<file path="src/rtl/pix_ser_pkg.sv">
package pix_ser_pkg;

  typedef enum logic [1:0] {
    PH_VS = 2'd0,
    PH_HS = 2'd1,
    PH_DE = 2'd2
  } ctl_phase_e;

  function automatic ctl_phase_e phase_after(input ctl_phase_e p);
    case (p)
      PH_VS:   return PH_HS;
      PH_HS:   return PH_DE;
      default: return PH_VS;
    endcase
  endfunction

endpackage

</file>
<file path="src/rtl/dcbal_tracker.sv">
module dcbal_tracker #(
  parameter int DATA_W = 24,
  parameter int DISP_W = 8
) (
  input  logic                     clk,
  input  logic                     rst_n,
  input  logic                     frame_load,
  input  logic [DATA_W-1:0]        word,
  output logic                     inv,
  output logic signed [DISP_W-1:0] disp,
  output logic [DATA_W-1:0]        tx_word
);
  localparam int CNT_W = $clog2(DATA_W + 1);

  function automatic logic [CNT_W-1:0] ones_in(input logic [DATA_W-1:0] w);
    logic [CNT_W-1:0] n;
    n = '0;
    for (int i = 0; i < DATA_W; i++) n = n + CNT_W'(w[i]);
    return n;
  endfunction

  function automatic logic signed [DISP_W-1:0] word_bias(input logic [CNT_W-1:0] n);
    return DISP_W'(2 * int'(n) - DATA_W);
  endfunction

  logic signed [DISP_W-1:0] disp_q;
  logic signed [DISP_W-1:0] bias;
  logic signed [DISP_W-1:0] step;

  always_comb begin
    bias    = word_bias(ones_in(word));
    inv     = ((disp_q > 0) && (bias > 0)) || ((disp_q < 0) && (bias < 0));
    step    = inv ? -bias : bias;
    tx_word = inv ? ~word : word;
  end

  always_ff @(posedge clk) begin
    if (!rst_n)          disp_q <= '0;
    else if (frame_load) disp_q <= disp_q + step;
  end

  assign disp = disp_q;
endmodule

</file>
<file path="src/rtl/ctl_phase.sv">
module ctl_phase
  import pix_ser_pkg::*;
(
  input  logic       clk,
  input  logic       rst_n,
  input  logic       frame_load,
  input  logic       vs,
  input  logic       hs,
  input  logic       de,
  output logic       dca,
  output ctl_phase_e phase
);
  ctl_phase_e phase_q;

  always_comb begin
    case (phase_q)
      PH_VS:   dca = vs;
      PH_HS:   dca = hs;
      default: dca = de;
    endcase
  end

  always_ff @(posedge clk) begin
    if (!rst_n)          phase_q <= PH_VS;
    else if (frame_load) phase_q <= phase_after(phase_q);
  end

  assign phase = phase_q;
endmodule

</file>
<file path="src/rtl/frame_shifter.sv">
module frame_shifter #(
  parameter int DATA_W = 24
) (
  input  logic              clk,
  input  logic              rst_n,
  input  logic [DATA_W-1:0] tx_word,
  input  logic              dca,
  input  logic              dcb,
  output logic              frame_load,
  output logic              ser_out,
  output logic              frame_start
);
  localparam int HALF    = DATA_W / 2;
  localparam int FRAME_W = DATA_W + 4;
  localparam int SLOT_W  = $clog2(FRAME_W);
  localparam logic [SLOT_W-1:0] LAST_SLOT = SLOT_W'(FRAME_W - 1);

  function automatic logic [FRAME_W-1:0] build_frame(
    input logic [DATA_W-1:0] w, input logic a, input logic b);
    logic [FRAME_W-1:0] f;
    f                       = '0;
    f[0]                    = 1'b1;
    f[HALF:1]               = w[HALF-1:0];
    f[HALF+1]               = a;
    f[HALF+2]               = b;
    f[FRAME_W-2:HALF+3]     = w[DATA_W-1:HALF];
    f[FRAME_W-1]            = 1'b0;
    return f;
  endfunction

  logic [SLOT_W-1:0]  slot_q;
  logic [FRAME_W-1:0] shift_q;

  assign frame_load = (slot_q == LAST_SLOT);

  always_ff @(posedge clk) begin
    if (!rst_n) begin
      slot_q  <= LAST_SLOT;
      shift_q <= '0;
    end else if (frame_load) begin
      slot_q  <= '0;
      shift_q <= build_frame(tx_word, dca, dcb);
    end else begin
      slot_q  <= slot_q + 1'b1;
      shift_q <= shift_q >> 1;
    end
  end

  assign ser_out     = shift_q[0];
  assign frame_start = rst_n && (slot_q == '0);
endmodule

</file>
<file path="src/rtl/pix_serializer.sv">
module pix_serializer
  import pix_ser_pkg::*;
#(
  parameter int DATA_W = 24,
  parameter int DISP_W = 8
) (
  input  logic              clk,
  input  logic              rst_n,
  input  logic [DATA_W-1:0] pix_data,
  input  logic              pix_vs,
  input  logic              pix_hs,
  input  logic              pix_de,
  input  logic              pix_valid,
  output logic              ser_out,
  output logic              frame_start
);
  logic                     frame_load;
  logic                     inv;
  logic                     dca;
  logic signed [DISP_W-1:0] disp;
  logic [DATA_W-1:0]        payload;
  logic [DATA_W-1:0]        tx_word;
  logic                     de_eff;
  ctl_phase_e               phase;

  assign payload = pix_valid ? pix_data : '0;
  assign de_eff  = pix_valid & pix_de;

  dcbal_tracker #(.DATA_W(DATA_W), .DISP_W(DISP_W)) u_bal (
    .clk(clk), .rst_n(rst_n), .frame_load(frame_load), .word(payload),
    .inv(inv), .disp(disp), .tx_word(tx_word)
  );

  ctl_phase u_ctl (
    .clk(clk), .rst_n(rst_n), .frame_load(frame_load),
    .vs(pix_vs), .hs(pix_hs), .de(de_eff), .dca(dca), .phase(phase)
  );

  frame_shifter #(.DATA_W(DATA_W)) u_shf (
    .clk(clk), .rst_n(rst_n), .tx_word(tx_word), .dca(dca), .dcb(inv),
    .frame_load(frame_load), .ser_out(ser_out), .frame_start(frame_start)
  );
endmodule

</file>
<file path="config.mk">
export PLATFORM = sky130hd
export DESIGN_NAME = pix_serializer
export DESIGN_NICKNAME = d
export VERILOG_FILES = /design/src/rtl/pix_ser_pkg.sv /design/src/rtl/dcbal_tracker.sv /design/src/rtl/ctl_phase.sv /design/src/rtl/frame_shifter.sv /design/src/rtl/pix_serializer.sv
export SDC_FILE = /design/constraint.sdc
export NUM_CORES = 1
export LEC_CHECK = 0
export BUFFER_PORTS_ARGS = -buffer_cell sky130_fd_sc_hd__buf_2
export CAP_MARGIN = 20
export CORE_AREA = 3 3 80 82
export DETAILED_ROUTE_END_ITERATION = 6
export DIE_AREA = 0 0 83 85
export PLACE_DENSITY = 0.9
export SYNTH_ARGS = -nofsm -noshare
export SYNTH_HDL_FRONTEND = slang
export SYNTH_SLANG_ARGS = --single-unit
</file>
<file path="constraint.sdc">
create_clock -name clk -period 10.1 [get_ports clk]
set_clock_uncertainty 0.05 [all_clocks]
set_input_delay 0.505 -clock clk [delete_from_list [all_inputs] [get_ports clk]]
set_output_delay 0.505 -clock clk [all_outputs]
set_load 0.03 [all_outputs]
</file>
==> out/results.txt, run 1 <==
The run finished with clean final reports. The maximum clock path buffer count came out at 2. The run gives 3436 um2 as the post-synthesis instance area.

The average detailed-routed wire length per instance works out to 15.18 um. The worst path meets setup with 2459 ps of slack. The tools report the post-synthesis instance total as 452. Each instance of the synthesized netlist takes up on average 7.601 um2.

Among all flip-flop cells after synthesis, the most frequent one is dfxtp_1. The peak per-stage delay on the critical path was 540 ps; the power density over cell area was 364.8 nW/um2. The cts-stage hold buffer count is 0, and the number of distinct library cells after synthesis is 46. The share of synthesized area in the top cell type comes to 23.89%. The share of the Yosys chip area taken by registers is 23.89%. The worst setup path is of the in2reg kind. Row generation in the floorplan step produced 28 rows. The fraction of final layout cells sized beyond drive strength 1 works out to 10.38%. Clock tree synthesis selected as its root buffer the cell clkbuf_8.

For the sink count of the clock tree, the log shows 41. The first detailed-routing pass ran for 5 iterations. The worst slew margin relative to its limit came out at 31.91%. The number of DRC markers in iteration 0 is 357. Prior to clock tree synthesis, the placed netlist has a worst setup slack of 2292 ps. The via count was 3169; the number of nets produced by synthesis was 519. The required time at the worst-slack endpoint was 10260 ps; the overall power of the completed layout was 1333 uW.

Port buffering added 31 buffers. The tools report the final weighted congestion in routability-driven placement as 0.8789. The worst setup path is launched from an input pin. Once detail routing completed, the nets flagged for antenna violations numbered 0. The number of top-level pins is 32, and the initial antenna violation count is 0.

TritonCTS built the clock tree. Detailed placement ended at an HPWL of 5611 um. Actual transition at the worst max-transition pin: 1020 ps. Along the worst path, the maximum fanout reaches 25.

In this run, synthesis inferred 0 flip-flops with an integrated enable. Setup repair after global routing left no endpoint under its margin. The tightest hold path in the finished design has a slack of 411.3 ps.

Clock latency on the worst-skew pair, taken at its later pin, is 310 ps. After the last flow step, the layout net total stands at 519. Peak ir drop on the vdd network: 0.1991 mV. In the global route stage, overall resource usage came out at 24.18%. For this run, design rule violations remaining after detail routing come to 0. The count of endpoints failing hold in the final timing report was 0; the max-capacitance violation count was 0.

TritonCTS created 5 clock buffers. Summed over all layers, the global routing overflow is 0. The tools report the area of the core as 5816 um2. The upper clock frequency limit is 130.9 MHz, and the final count of negative-setup-slack endpoints is 0. The x dimension of the die works out to 83 um. The layout has 490 filler cells. The starting density of the core is 59.08%, and the relative area change from synthesis to final layout is 6.336%. The logs give 7800 ps for the data arrival time of the critical path and 0 ps for the accumulated negative setup slack.

Grouping stages by cell kind, the critical path spends the most delay in adder cells. The share of the clock period used by the worst path is 75.65%. On the critical path, the stage with the largest delay is an instance of fa_1. After routing the design area is 3654 um2.

Synthesis inferred 41 register bits. The diode insertion count for antenna repair is 0, and the mean number of vias per cell is 6.002. Summed over all cells, the static leakage comes to 0.001664 uW.

For the number of gates resized after cts, the log shows 0. The die is 85 um tall. The run gives 0 as the yosys synthesis warning count. nand2_1 is the most common cell in the netlist.

Buffers added to address setup during post-CTS repair amount to 0. The run gives 2 as the H-tree depth. The wire length of the first global-routing pass was 14110 um; the pin count of the biggest net entering global routing was 48. The die covers 7055 um2. The worst hold path belongs to the class reg2reg. The worst setup path is captured at a flip-flop. Summed over all instances, the cell type with the most area after synthesis is dfxtp_1.

The placed instance area was 3516 um2. By area the synthesized netlist is led by dfxtp_1 (24%), fa_1 (10%), nand2_1 (8.4%). The tools report the routed wire length as 8017 um. After synthesis, the most frequently instantiated cells are nand2_1 (77), o21ai_0 (53), dfxtp_1 (41), inv_1 (34).

The post-CTS clock slew at the launch and capture registers of the worst setup and hold paths came out at 90 ps. Subtracting the final worst setup slack from the clock period gives 7641 ps. The run gives 3051 as the via count of the first global-routing pass. The number of buffers and inverters on the critical path is 4.

The count of final max-slew check failures was 0. Among the stages of the critical path, the cell type that occurs most often is fa_1. In the synthesized netlist the async set-or-reset flop fraction comes to 0%.
layout make-up:
class	instances	area (um2)	share of cell area (%)
Clock buffer	5	68.82	1.884
Clock inverter	3	68.82	1.884
Sequential cell	41	820.8	22.47
Timing Repair Buffer	32	162.7	4.452
Inverter	34	127.6	3.493
Tap cell	75	93.84	2.568
Multi-Input combinational cell	338	2311	63.25
worst register-to-register path: cells and delay by family (launching register included):
family                   cells  cell delay, ps
AND/OR/NAND/NOR              4            2430
AO/OA/AOI/OAI                2             670
flip-flops                   1             380
adder cells (fa/ha/maj)      1             280
routing by layer:
layer	GRT usage, %	wire length, um
met4	6.092	123
met5	0	0
met1	30.71	3338
met2	42.64	3934
met3	4.369	621
registers in the layout, summed over array words and instances, names as in the netlist:
signal,count
u_shf.shift_q,27
u_bal.disp,7
u_shf.slot_q,5
u_ctl.phase,2
cells in the final DEF (no fill, tap or decap), types with 2 or more instances in the layout:
cell       count
nand2_1       77
o21ai_0       53
dfxtp_1       41
inv_1         34
a21oi_1       32
nor2_1        31
buf_2         31
a221o_1       23
ha_1          19
and2_1        18
fa_1          18
xnor2_1        7
nand3_1        7
xor2_1         5
clkbuf_8       5
a21boi_0       4
nor4_1         3
and3_1         3
nand2b_1       3
nor4b_1        3
a21o_1         3
o211ai_1       3
nor3_1         2
mux2i_1        2
and4b_1        2
nor2_2         2
nor2b_1        2
bufinv_16      2
report_power, final:
part	switching [uW]	leakage, uW	internal [uW]	total (uW)
Combinational	541	0.00126	371	911
Clock	66.0	0.0000687	99.6	166
Sequential	33.2	0.000336	223	256
Total	640	0.00166	693	1330
cells by family after synthesis:
| family | Yosys count | share of synthesized area (%) |
|---|---|---|
| buf+inv | 73 | 8.922 |
| simple gates | 159 | 21.67 |
| mux | 3 | 0.9832 |
| fa+ha+maj | 37 | 17.41 |
| compound gates | 127 | 24.07 |
| flops | 41 | 23.89 |
| xor+xnor | 12 | 3.059 |
worst paths after layout:
| kind | from | endpoint | slack, ps | depth (start not counted) |
|---|---|---|---|---|
| setup / recovery | pix_valid | u_bal.disp[7] | 2460 | 28 |
| hold / removal | u_shf.shift_q[14] | u_shf.shift_q[13] | 410 | 2 |
| setup reg to reg | u_shf.slot_q[0] | u_shf.shift_q[15] | 6240 | 7 |
| hold reg to reg | u_shf.shift_q[14] | u_shf.shift_q[13] | 410 | 2 |
per-stage QoR:
step / std cells / util [%]
finish: 528 / 62.82
global route: 528 / 62.82
CTS: 528 / 62.82
detailed placement: 520 / 60.46
global placement: 520 / 60.46
floorplan: 452 / -
No activity file was read; power rests on OpenSTA's default activity.
==> run 2, diff against run 1 <==
==> constraint.sdc (replaced) <==
create_clock -name clk -period 7.2 [get_ports clk]
set_clock_uncertainty 0.05 [all_clocks]
set_input_delay 0.36 -clock clk [delete_from_list [all_inputs] [get_ports clk]]
set_output_delay 0.36 -clock clk [all_outputs]
set_load 0.03 [all_outputs]
==> run 2 against run 1 <==
First-iteration DRC count grew 27%. Register-to-register slack lost 2400 ps. Via count grew 5.5%. Setup slack lost 2200 ps. Final area grew 4.2%. Hold slack lost 67 ps. Combinational power grew 68%. Utilization grew 2.6 points. Routed wire length grew 13%. Die area is the same. Critical path type unchanged. Critical endpoint unchanged. Highest routed layer unchanged.
==> out/results.txt, run 2 (synthesis results as in run 1) <==
The flow ran to the end, and the final reports show no timing, DRC or antenna violations. Type of the tightest min-delay check: in2reg. The required time at the worst-slack endpoint is 7360 ps (-2900 ps), and the relative area change from synthesis to final layout is 10.82%. The logs give 7140 ps (-660 ps) for the data arrival time of the critical path and 48 (unchanged) for the pin count of the biggest net entering global routing.

The hold slack is 344.4 ps (-66.90 ps), and the source-to-sink clock delay at the later pin of the worst-skew pair is 310 ps (about the same). The average detailed-routed wire length per instance is 16.72 um (+10%), and the die area is 7055 um2 (unchanged). The proportion of power drawn by flip-flops and latches was 16.9% (-2.3 points).

The logs give 59.08% (unchanged) for the starting density of the core and 2 (unchanged) for the H-tree depth. The actual transition at the worst max-transition pin was 1032 ps (+11.43 ps). The run gives 5653 um (+0.75%) as the detailed placer's ending HPWL.

The tools report the global-route congestion overflow total as 0 (unchanged). The post-CTS clock slew at the launch and capture registers of the worst setup and hold paths works out to 90 ps (about the same). Count of cells along the worst register-to-register path: 8 (+1). Leading cell type in the layout, fill and taps excluded: nand2_1. Leaving out fill and tap cells, the most frequent cells in the layout are nand2_1 (77), o21ai_0 (53), dfxtp_1 (41).

The highest layer touched by signal routing is met4. The count of cells along the worst hold path was 2 (unchanged); the via count of the first global-routing pass was 3194 (+4.7%). The slowest stage of the critical path is the fa_1 cell. The x dimension of the die is 83 um (unchanged), and the vertical die dimension is 85 um (unchanged).

The number of rows created at floorplan is 28 (unchanged). The final cell utilization of the core is 65.47% (+2.6 points). The worst setup path is captured at a flip-flop. The leakage dissipation is 0.001729 uW (+3.9%), and the clock network fraction of design power is 10.8% (-1.6 points). The logs give 31.15% (-0.76 points) for the worst slew margin relative to its limit and 824 um (+33%) for the met3 wire length.

The largest fanout on the critical path came out at 6 (-76%). Switching power of the nets: 1012 uW (+58%). The power density over cell area works out to 556.2 nW/um2 (+52%). The peak per-stage delay on the critical path is 550 ps (about the same). The share of the clock period used by the worst path works out to 96.98%. The run gives -266.4 ps (-2558 ps) as the minimum setup slack after placement.

The run gives 3493 um (+4.6%) as the detailed-route wire length on metal 1. The logs give 1106 uW (+60%) for the cell-internal power and 41 (unchanged) for the sink count of the clock tree. CTS buffer count: 5 (unchanged). The overall fraction of global-route tracks in use came out at 24.90% (+0.72 points). The routed length on met2 is 4263 um (+8.4%), and the storage element area is 820.8 um2 (unchanged). The count of port buffers added during placement is 31 (unchanged). Maximum clock path buffer count: 2 (unchanged). The initial antenna violation count was 0 (unchanged). The flip-flop count of the largest register, all copies and words added was 27 (unchanged). Number of DRC markers in iteration 0: 454 (+27%). The number of nets still failing antenna checks after routing came out at 0 (unchanged). The run gives 466 (-4.9%) as the count of filler cells inserted in the layout. Cts-stage hold buffer count: 0 (unchanged). Via count: 3344 (+5.5%). The final weighted congestion in routability-driven placement is 0.9110 (+3.7%), and the instance count after placement with tap cells included is 528 (+1.5%). The run gives 14570 um (+3.3%) as the wire length of the first global-routing pass. The count of endpoints failing hold in the final timing report was 0 (unchanged); the net switching share of the total power was 47.77% (-0.23 points). The tools report the upper clock frequency limit as 143.2 MHz.

The logs give 6 (+1) for the number of detailed-route iterations in the first pass and 72.3% (+3.9 points) for the combinational group share of total power. The run gives 0 ps (unchanged) as the accumulated negative setup slack. Fraction of final layout cells sized beyond drive strength 1: 15.45% (+5.1 points).

The run gives 2371 um2 (+2.6%) as the multi-input gate area in the final layout. The run gives 0 (unchanged) as the residual DRC count. The peak ir drop on the vdd network was 0.2983 mV (+50%); the mean number of vias per cell was 6.181 (+3.0%). The max-capacitance violation count came out at 0 (unchanged).

The critical setup path kind is in2reg. STA classifies the critical path startpoint as an input pin. Routed wire length: 9045 um (+13%). The count of final max-slew check failures was 0 (unchanged). Counting flops per register, the top entry is u_shf.shift_q. Diode insertion count for antenna repair: 0 (unchanged). The final count of negative-setup-slack endpoints was 0 (unchanged). The master cell of the clock root buffer was clkbuf_8.

The most numerous cell type found on the critical path is fa_1. The logs give 217.5 ps (-2241 ps) for the worst setup margin and 32 (unchanged) for the number of top-level pins. TritonCTS built the clock tree. The final instance count without filler cells was 541 (+2.5%).

The area of the core came out at 5816 um2 (unchanged). The tools report the number of nets in the layout as 532 (+2.5%). The minimum period implied by the final worst setup slack came out at 6982 ps.
==> run 2: path summary, 6_finish.rpt <==
kind	from	endpoint	slack, ps
setup / recovery	pix_data[1]	u_bal.disp[7]	220
hold / removal	rst_n	u_shf.slot_q[1]	340
setup reg to reg	u_shf.slot_q[0]	u_shf.shift_q[15]	3860
hold reg to reg	u_shf.shift_q[1]	u_shf.shift_q[0]	400
==> run 2: repair_timing <==
action | 4_1_cts | 5_1_grt
setup buffers | 0 | 5
pin swaps | 0 | 5
setup endpoints to repair | 1 | 4
endpoints found under the hold margin | 0 | 0
resized for setup | 1 | 13
==> run 2: stage by stage <==
step / total power, uW / cell area [um2]
floorplan: 1376 / 3436
global placement: 1577 / 3576
detailed placement: 1644 / 3576
CTS: 1912 / 3714
global route: 2277 / 3807
finish: 2118 / 3807
==> run 2: layout make-up <==
| cell class | count | share of cell area (%) |
|---|---|---|
| inverter | 34 | 3.352 |
| tap | 75 | 2.465 |
| timing repair buffer | 45 | 6.835 |
| multi-input combinational | 338 | 62.27 |
| clock inverter | 3 | 1.709 |
| sequential | 41 | 21.56 |
| clock buffer | 5 | 1.807 |
==> run 2: worst max-delay path, delay by kind of cell <==
kind            cells  cell delay [ps]
compound gates      8             1520
xor+xnor            1              150
fa+ha+maj           9             4010
buf+inv             4              330
mux                 1               90
simple gates        4              680
==> run 2: per-layer routing <==
| metal | global-route usage (%) | vias up |
|---|---|---|
| met2 | 41.47 | 208 |
| met5 | 0 | - |
| met4 | 12.93 | 0 |
| li1 | - | 1556 |
| met3 | 6.019 | 56 |
| met1 | 29.96 | 1524 |
==> run 2: power by group through the flow <==
stage / logic (uW) / clock network (uW) / registers, uW
floorplan: 1020 / 0 / 354
global placement: 1220 / 0 / 357
detailed placement: 1280 / 0 / 361
CTS: 1330 / 225 / 357
global route: 1670 / 235 / 367
finish: 1530 / 229 / 358
